**src/rtl/scale_pkg.sv**
```systemverilog
package scale_pkg;
   localparam int FP_EXP_W  = 8;
   localparam int FP_MAN_W  = 23;
   localparam int FP_BIAS   = 127;
   localparam int SIG_W     = FP_MAN_W + 1;
   localparam int PROD_W    = 2 * SIG_W;
   localparam int EXPS_W    = FP_EXP_W + 2;
   localparam int LATENCY   = 4;
   localparam logic [31:0] SCALE_GAIN_DEFAULT = 32'h3D7A0514;

   typedef struct packed {
      logic                sgn;
      logic [FP_EXP_W-1:0] exp;
      logic [FP_MAN_W-1:0] man;
   } fp32_t;
endpackage

```
**src/rtl/adc_i2f.sv**
```systemverilog
module adc_i2f
   import scale_pkg::*;
#(
   parameter int IN_W = 16
) (
   input  logic [IN_W-1:0] raw,
   output fp32_t           f
);
   localparam int LW = $clog2(IN_W);

   generate
      if (IN_W < 2 || IN_W > SIG_W) begin : g_bad_width
         $error("adc_i2f: IN_W must lie in 2..SIG_W for an exact conversion");
      end
   endgenerate

   logic [IN_W-1:0]  mag;
   logic [LW-1:0]    lead;
   logic [SIG_W-1:0] norm;

   assign mag = raw[IN_W-1] ? (~raw + 1'b1) : raw;

   // priority encoder: highest set bit of the magnitude
   always_comb begin
      lead = '0;
      for (int i = 0; i < IN_W; i++) begin
         if (mag[i]) lead = LW'(i);
      end
   end

   assign norm = {{(SIG_W-IN_W){1'b0}}, mag} << (FP_MAN_W - int'(lead));

   always_comb begin
      f.sgn = raw[IN_W-1];
      f.exp = (mag == '0) ? '0 : FP_EXP_W'(FP_BIAS + int'(lead));
      f.man = norm[FP_MAN_W-1:0];
   end
endmodule

```
**src/rtl/fp_round_pack.sv**
```systemverilog
module fp_round_pack
   import scale_pkg::*;
(
   input  logic                     sgn,
   input  logic                     zero,
   input  logic [PROD_W-1:0]        prod,
   input  logic signed [EXPS_W-1:0] esum,
   output fp32_t                    y
);
   logic             hi, guard, sticky, up, carry;
   logic [SIG_W-1:0] keep;
   logic [SIG_W:0]   rnd;
   logic signed [EXPS_W-1:0] e_f;

   always_comb begin
      hi     = prod[PROD_W-1];
      keep   = hi ? prod[PROD_W-1 -: SIG_W] : prod[PROD_W-2 -: SIG_W];
      guard  = hi ? prod[SIG_W-1] : prod[SIG_W-2];
      sticky = hi ? |prod[SIG_W-2:0] : |prod[SIG_W-3:0];
      up     = guard & (sticky | keep[0]);
      rnd    = {1'b0, keep} + (SIG_W+1)'(up);
      carry  = rnd[SIG_W];
      e_f    = esum + $signed({{(EXPS_W-1){1'b0}}, hi}) + $signed({{(EXPS_W-1){1'b0}}, carry});
      y.sgn  = sgn;
      if (zero) begin
         y.exp = '0;
         y.man = '0;
      end else if (e_f >= $signed(EXPS_W'(2**FP_EXP_W - 1))) begin
         y.exp = '1;
         y.man = '0;
      end else if (e_f <= $signed(EXPS_W'(0))) begin
         y.exp = '0;
         y.man = '0;
      end else begin
         y.exp = e_f[FP_EXP_W-1:0];
         y.man = carry ? rnd[SIG_W-1:1] : rnd[FP_MAN_W-1:0];
      end
   end
endmodule

```
**src/rtl/fp_mul_pipe.sv**
```systemverilog
module fp_mul_pipe
   import scale_pkg::*;
(
   input  logic  clk,
   input  logic  rst_n,
   input  logic  in_valid,
   input  fp32_t op_a,
   input  fp32_t op_b,
   output logic  out_valid,
   output fp32_t result
);
   logic                     v3, sgn3, zero3;
   logic [PROD_W-1:0]        prod3;
   logic signed [EXPS_W-1:0] esum3;
   fp32_t                    packed_res;

   logic [PROD_W-1:0]        prod_c;
   logic signed [EXPS_W-1:0] esum_c;

   assign prod_c = {1'b1, op_a.man} * {1'b1, op_b.man};
   assign esum_c = $signed({2'b00, op_a.exp}) + $signed({2'b00, op_b.exp})
                 - $signed(EXPS_W'(FP_BIAS));

   always_ff @(posedge clk or negedge rst_n) begin
      if (!rst_n) begin
         v3    <= 1'b0;
         sgn3  <= 1'b0;
         zero3 <= 1'b1;
         prod3 <= '0;
         esum3 <= '0;
      end else begin
         v3 <= in_valid;
         if (in_valid) begin
            sgn3  <= op_a.sgn ^ op_b.sgn;
            zero3 <= (op_a.exp == '0) || (op_b.exp == '0);
            prod3 <= prod_c;
            esum3 <= esum_c;
         end
      end
   end

   fp_round_pack u_rnd (
      .sgn  (sgn3),
      .zero (zero3),
      .prod (prod3),
      .esum (esum3),
      .y    (packed_res)
   );

   always_ff @(posedge clk or negedge rst_n) begin
      if (!rst_n) begin
         out_valid <= 1'b0;
         result    <= '0;
      end else begin
         out_valid <= v3;
         if (v3) result <= packed_res;
      end
   end
endmodule

```
**src/rtl/adc_gain_scaler.sv**
```systemverilog
module adc_gain_scaler
   import scale_pkg::*;
#(
   parameter int IN_W = 16
) (
   input  logic            clk,
   input  logic            rst_n,
   input  logic            s_tvalid,
   output logic            s_tready,
   input  logic [IN_W-1:0] s_tdata,
   input  logic [31:0]     gain_word,
   output logic            m_tvalid,
   output logic [31:0]     m_tdata
);
   generate
      if ($bits(fp32_t) != 32) begin : g_bad_fmt
         $error("adc_gain_scaler: float word must be 32 bits");
      end
   endgenerate

   assign s_tready = 1'b1;

   logic            v1, v2;
   logic [IN_W-1:0] x1;
   logic [31:0]     g1;
   fp32_t           a_conv, a2, b2, res;

   always_ff @(posedge clk or negedge rst_n) begin
      if (!rst_n) begin
         v1 <= 1'b0;
         x1 <= '0;
         g1 <= '0;
      end else begin
         v1 <= s_tvalid;
         if (s_tvalid) begin
            x1 <= s_tdata;
            g1 <= gain_word;
         end
      end
   end

   adc_i2f #(.IN_W(IN_W)) u_conv (
      .raw (x1),
      .f   (a_conv)
   );

   always_ff @(posedge clk or negedge rst_n) begin
      if (!rst_n) begin
         v2 <= 1'b0;
         a2 <= '0;
         b2 <= '0;
      end else begin
         v2 <= v1;
         if (v1) begin
            a2 <= a_conv;
            b2 <= fp32_t'(g1);
         end
      end
   end

   fp_mul_pipe u_mul (
      .clk       (clk),
      .rst_n     (rst_n),
      .in_valid  (v2),
      .op_a      (a2),
      .op_b      (b2),
      .out_valid (m_tvalid),
      .result    (res)
   );

   assign m_tdata = res;
endmodule

```
**config.mk**
```make
export PLATFORM = sky130hd
export DESIGN_NAME = adc_gain_scaler
export DESIGN_NICKNAME = d
export VERILOG_FILES = /design/src/rtl/scale_pkg.sv /design/src/rtl/adc_i2f.sv /design/src/rtl/fp_round_pack.sv /design/src/rtl/fp_mul_pipe.sv /design/src/rtl/adc_gain_scaler.sv
export SDC_FILE = /design/constraint.sdc
export NUM_CORES = 2
export LEC_CHECK = 0
export ABC_AREA = 1
export BUFFER_PORTS_ARGS = -buffer_cell sky130_fd_sc_hd__buf_4
export CAP_MARGIN = 10
export CORE_MARGIN = 5
export CORE_UTILIZATION = 55
export DETAILED_ROUTE_END_ITERATION = 8
export PLACE_DENSITY = 0.79
export SYNTH_ARGS = -nofsm -noshare
export SYNTH_HDL_FRONTEND = slang
export SYNTH_SLANG_ARGS = --single-unit
```
**constraint.sdc**
```tcl
create_clock -name clk -period 10.3 [get_ports clk]
set_input_delay 1.03 -clock clk [delete_from_list [all_inputs] [get_ports clk]]
set_output_delay 1.03 -clock clk [all_outputs]
set_load 0.02 [all_outputs]
```
==> results.json <==
{
  "fp.dieH_um": 241.9,
  "clk_latency_ps": 570,
  "vias_per_cell": 5.237,
  "fp.dieW_um": 241.9,
  "yosysUniqueCellTypes": 56,
  "drc": 0,
  "ios": 85,
  "crit_path_max_fanout": 25,
  "cts_buffer_depth": 3,
  "final_antenna_net_count": 0,
  "core_um2": 53500,
  "worstHoldPathCells": 0,
  "postCtsSetupRepairBufs": 0,
  "r2r_cells": 29,
  "drt_wl_total_um": 72230,
  "avgRoutedWirePerCell_um": 16.11,
  "num_antenna_cells": 0,
  "synth.most_common_cell": "inv_1",
  "tightest_slew_ps": 1194,
  "drtIter0Drc": 1472,
  "row_count": 85,
  "worstPathRequired_ps": 10720,
  "placed_area_um2": 30770,
  "grt_overflow": 0,
  "worstPathArrival_ps": 8040,
  "slew_headroom_pct": 20.41,
  "start_util_pct": 55.28,
  "grt_pass1_vias": 24460,
  "gp_congestion": 0.9327,
  "ctsResizeCount": 0,
  "clk_pin_slew_worst_paths_ps": 60,
  "synth.avg_cell_area_um2": 7.850,
  "htreeDepth": 1,
  "finish.instance_area_um2": 31760,
  "antenna_found_initial": 0,
  "synth.area.top_cells": "fa_1 33%, dfrtp_1 17%, inv_1 13%",
  "finalSetupTns_ps": 0,
  "drv_cap": 0,
  "synth-edff-count": 0,
  "synth-seq-cells": 207,
  "layout-drive-gt1-share_pct": 5.729,
  "synth.largest_area_cell": "fa_1",
  "grt_max_degree": 90,
  "via_count": 23480,
  "hold_class": "flop to flop",
  "timing.fmax_mhz": 131.3,
  "worstSetupStartpointType": "flop",
  "period_share_pct": 73.95,
  "dieArea_um2": 58510,
  "tritoncts": "built",
  "syn-instance-count": 3767,
  "synth_top_area_share_pct": 32.76,
  "syn_area_um2": 29570,
  "nets": 4491,
  "yosysWarnings": 0,
  "hold_viol": 0,
  "holdWs_ps": 406.7,
  "path_common_cell": "inv_1",
  "period_minus_slack_ps": 7617,
  "critPathCaptureType": "flop",
  "ys_seq_area_share_pct": 17.52,
  "slowest_delay_ps": 1140,
  "path_class": "flop to flop",
  "portBuffers": 83,
  "area_growth_pct": 7.400,
  "netlist_top_cells_count": "1,041 x inv_1, 921 x nand2_1, 484 x fa_1, 206 x dfrtp_1, 204 x o21ai_0",
  "clock_sinks": 207,
  "cts_root_buffer": "clkbuf_16",
  "clock-skew-final_ps": 20.66,
  "status": "finished, final reports clean",
  "grt_pass1_wl_um": 120100,
  "cts_made_buffers": 26,
  "rsz0062_at_grt": "no",
  "cts_hold_buf": 0,
  "dr.pass1.iters": 5,
  "slowest_stage": "dfrtp_1",
  "track_usage_pct": 24.78,
  "synthesis.nets": 4490,
  "setup_violations": 0,
  "synthArstFlopShare_pct": 100.0,
  "ys.flop_type": "dfrtp_1",
  "hpwlAfterDp_um": 57860,
  "drv_slew": 0
}
==> critical path: cells and delay by family (launching register included) <==
family                   cells  cell delay, ps
buffers and inverters        8             470
AND/OR/NAND/NOR              5             720
adder cells (fa/ha/maj)      8            3900
flip-flops                   1            1140
AO/OA/AOI/OAI                8            1280
==> cells by family (layout without fill, tap and decap cells) <==
| family | Yosys count | count (layout) | synth area share (%) |
|---|---|---|---|
| AO/OA/AOI/OAI | 366 | 366 | 6.867 |
| XOR/XNOR | 68 | 68 | 2.014 |
| adder cells (fa/ha/maj) | 672 | 672 | 40.72 |
| buffers and inverters | 1187 | 1208 | 15.13 |
| flip-flops | 207 | 207 | 17.52 |
| multiplexers | 12 | 12 | 0.4400 |
| other | 1 | 1 | 0.01268 |
| AND/OR/NAND/NOR | 1254 | 1254 | 17.30 |
==> cell type report <==
class | instances | area (µm²)
flip-flops and latches | 207 | 5182
inverters | 1044 | 3919
repair buffers | 116 | 878.3
clock inverters | 20 | 324.1
fillers | 4695 | 21730
clock buffers | 28 | 668.1
multi-input cells | 2373 | 19920
well taps | 696 | 870.8
==> through the flow <==
stage | cells | setup WS, ps | util [%]
after floorplan | 3767 | 3818 | -
after global placement | 4436 | 2844 | 57.52
after detailed placement | 4436 | 2783 | 57.52
after CTS | 4484 | 2773 | 59.37
after global routing | 4484 | 2272 | 59.37
final | 4484 | 2683 | 59.37
==> registers in the layout (all words and copies together) (netlist names) <==
register and count:
b2 32, u_mul.out_valid 1, v1 1, u_mul.v3 1, x1 16, v2 1, a2 31, u_mul.zero3 1
u_mul.prod3 48, u_mul.result 32, u_mul.sgn3 1, u_mul.esum3 10, g1 32
==> placed cells by master (no fill, tap or decap), drive strengths merged, types with 12 or more instances in the layout <==
cell type	netlist	routed
a31oi	26	26
or2	22	22
nand4	17	17
dfrtp	206	206
nand3	119	119
buf	7	116
xor2	42	42
nand2	928	928
o21ai	210	210
o211ai	12	12
fa	484	484
xnor2	26	26
a21oi	74	74
nor4	14	14
inv	1043	1047
clkbuf	136	28
ha	188	188
nor2	135	135
nor3	13	13
==> final timing paths <==
path,startpoint,end,slack [ps]
setup / recovery,a2[13]$_DFFE_PN0P_,u_mul.prod3[43]$_DFFE_PN0P_,2680
max in group asynchronous,rst_n,u_mul.prod3[5]$_DFFE_PN0P_,7850
setup reg to reg,a2[13]$_DFFE_PN0P_,u_mul.prod3[43]$_DFFE_PN0P_,2680
hold reg to reg,u_mul.v3$_DFF_PN0_,u_mul.out_valid$_DFF_PN0_,410
hold / removal,u_mul.v3$_DFF_PN0_,u_mul.out_valid$_DFF_PN0_,410
min in group asynchronous,rst_n,g1[29]$_DFFE_PN0P_,420
==> layer usage <==
| layer | vias up | share of wire [%] | GRT usage, % | wire length (µm) |
|---|---|---|---|---|
| met4 | 0 | 5.2 | 11.09 | 3771 |
| met5 | - | 0 | 0 | 0 |
| met1 | 11370 | 39 | 31.16 | 27920 |
| li1 | 11060 | - | - | - |
| met2 | 816 | 50 | 43.24 | 35790 |
| met3 | 237 | 6.6 | 3.015 | 4748 |
Power is not shown: default switching activity piles up to over one toggle a cycle in this logic, so the estimate is an artifact.
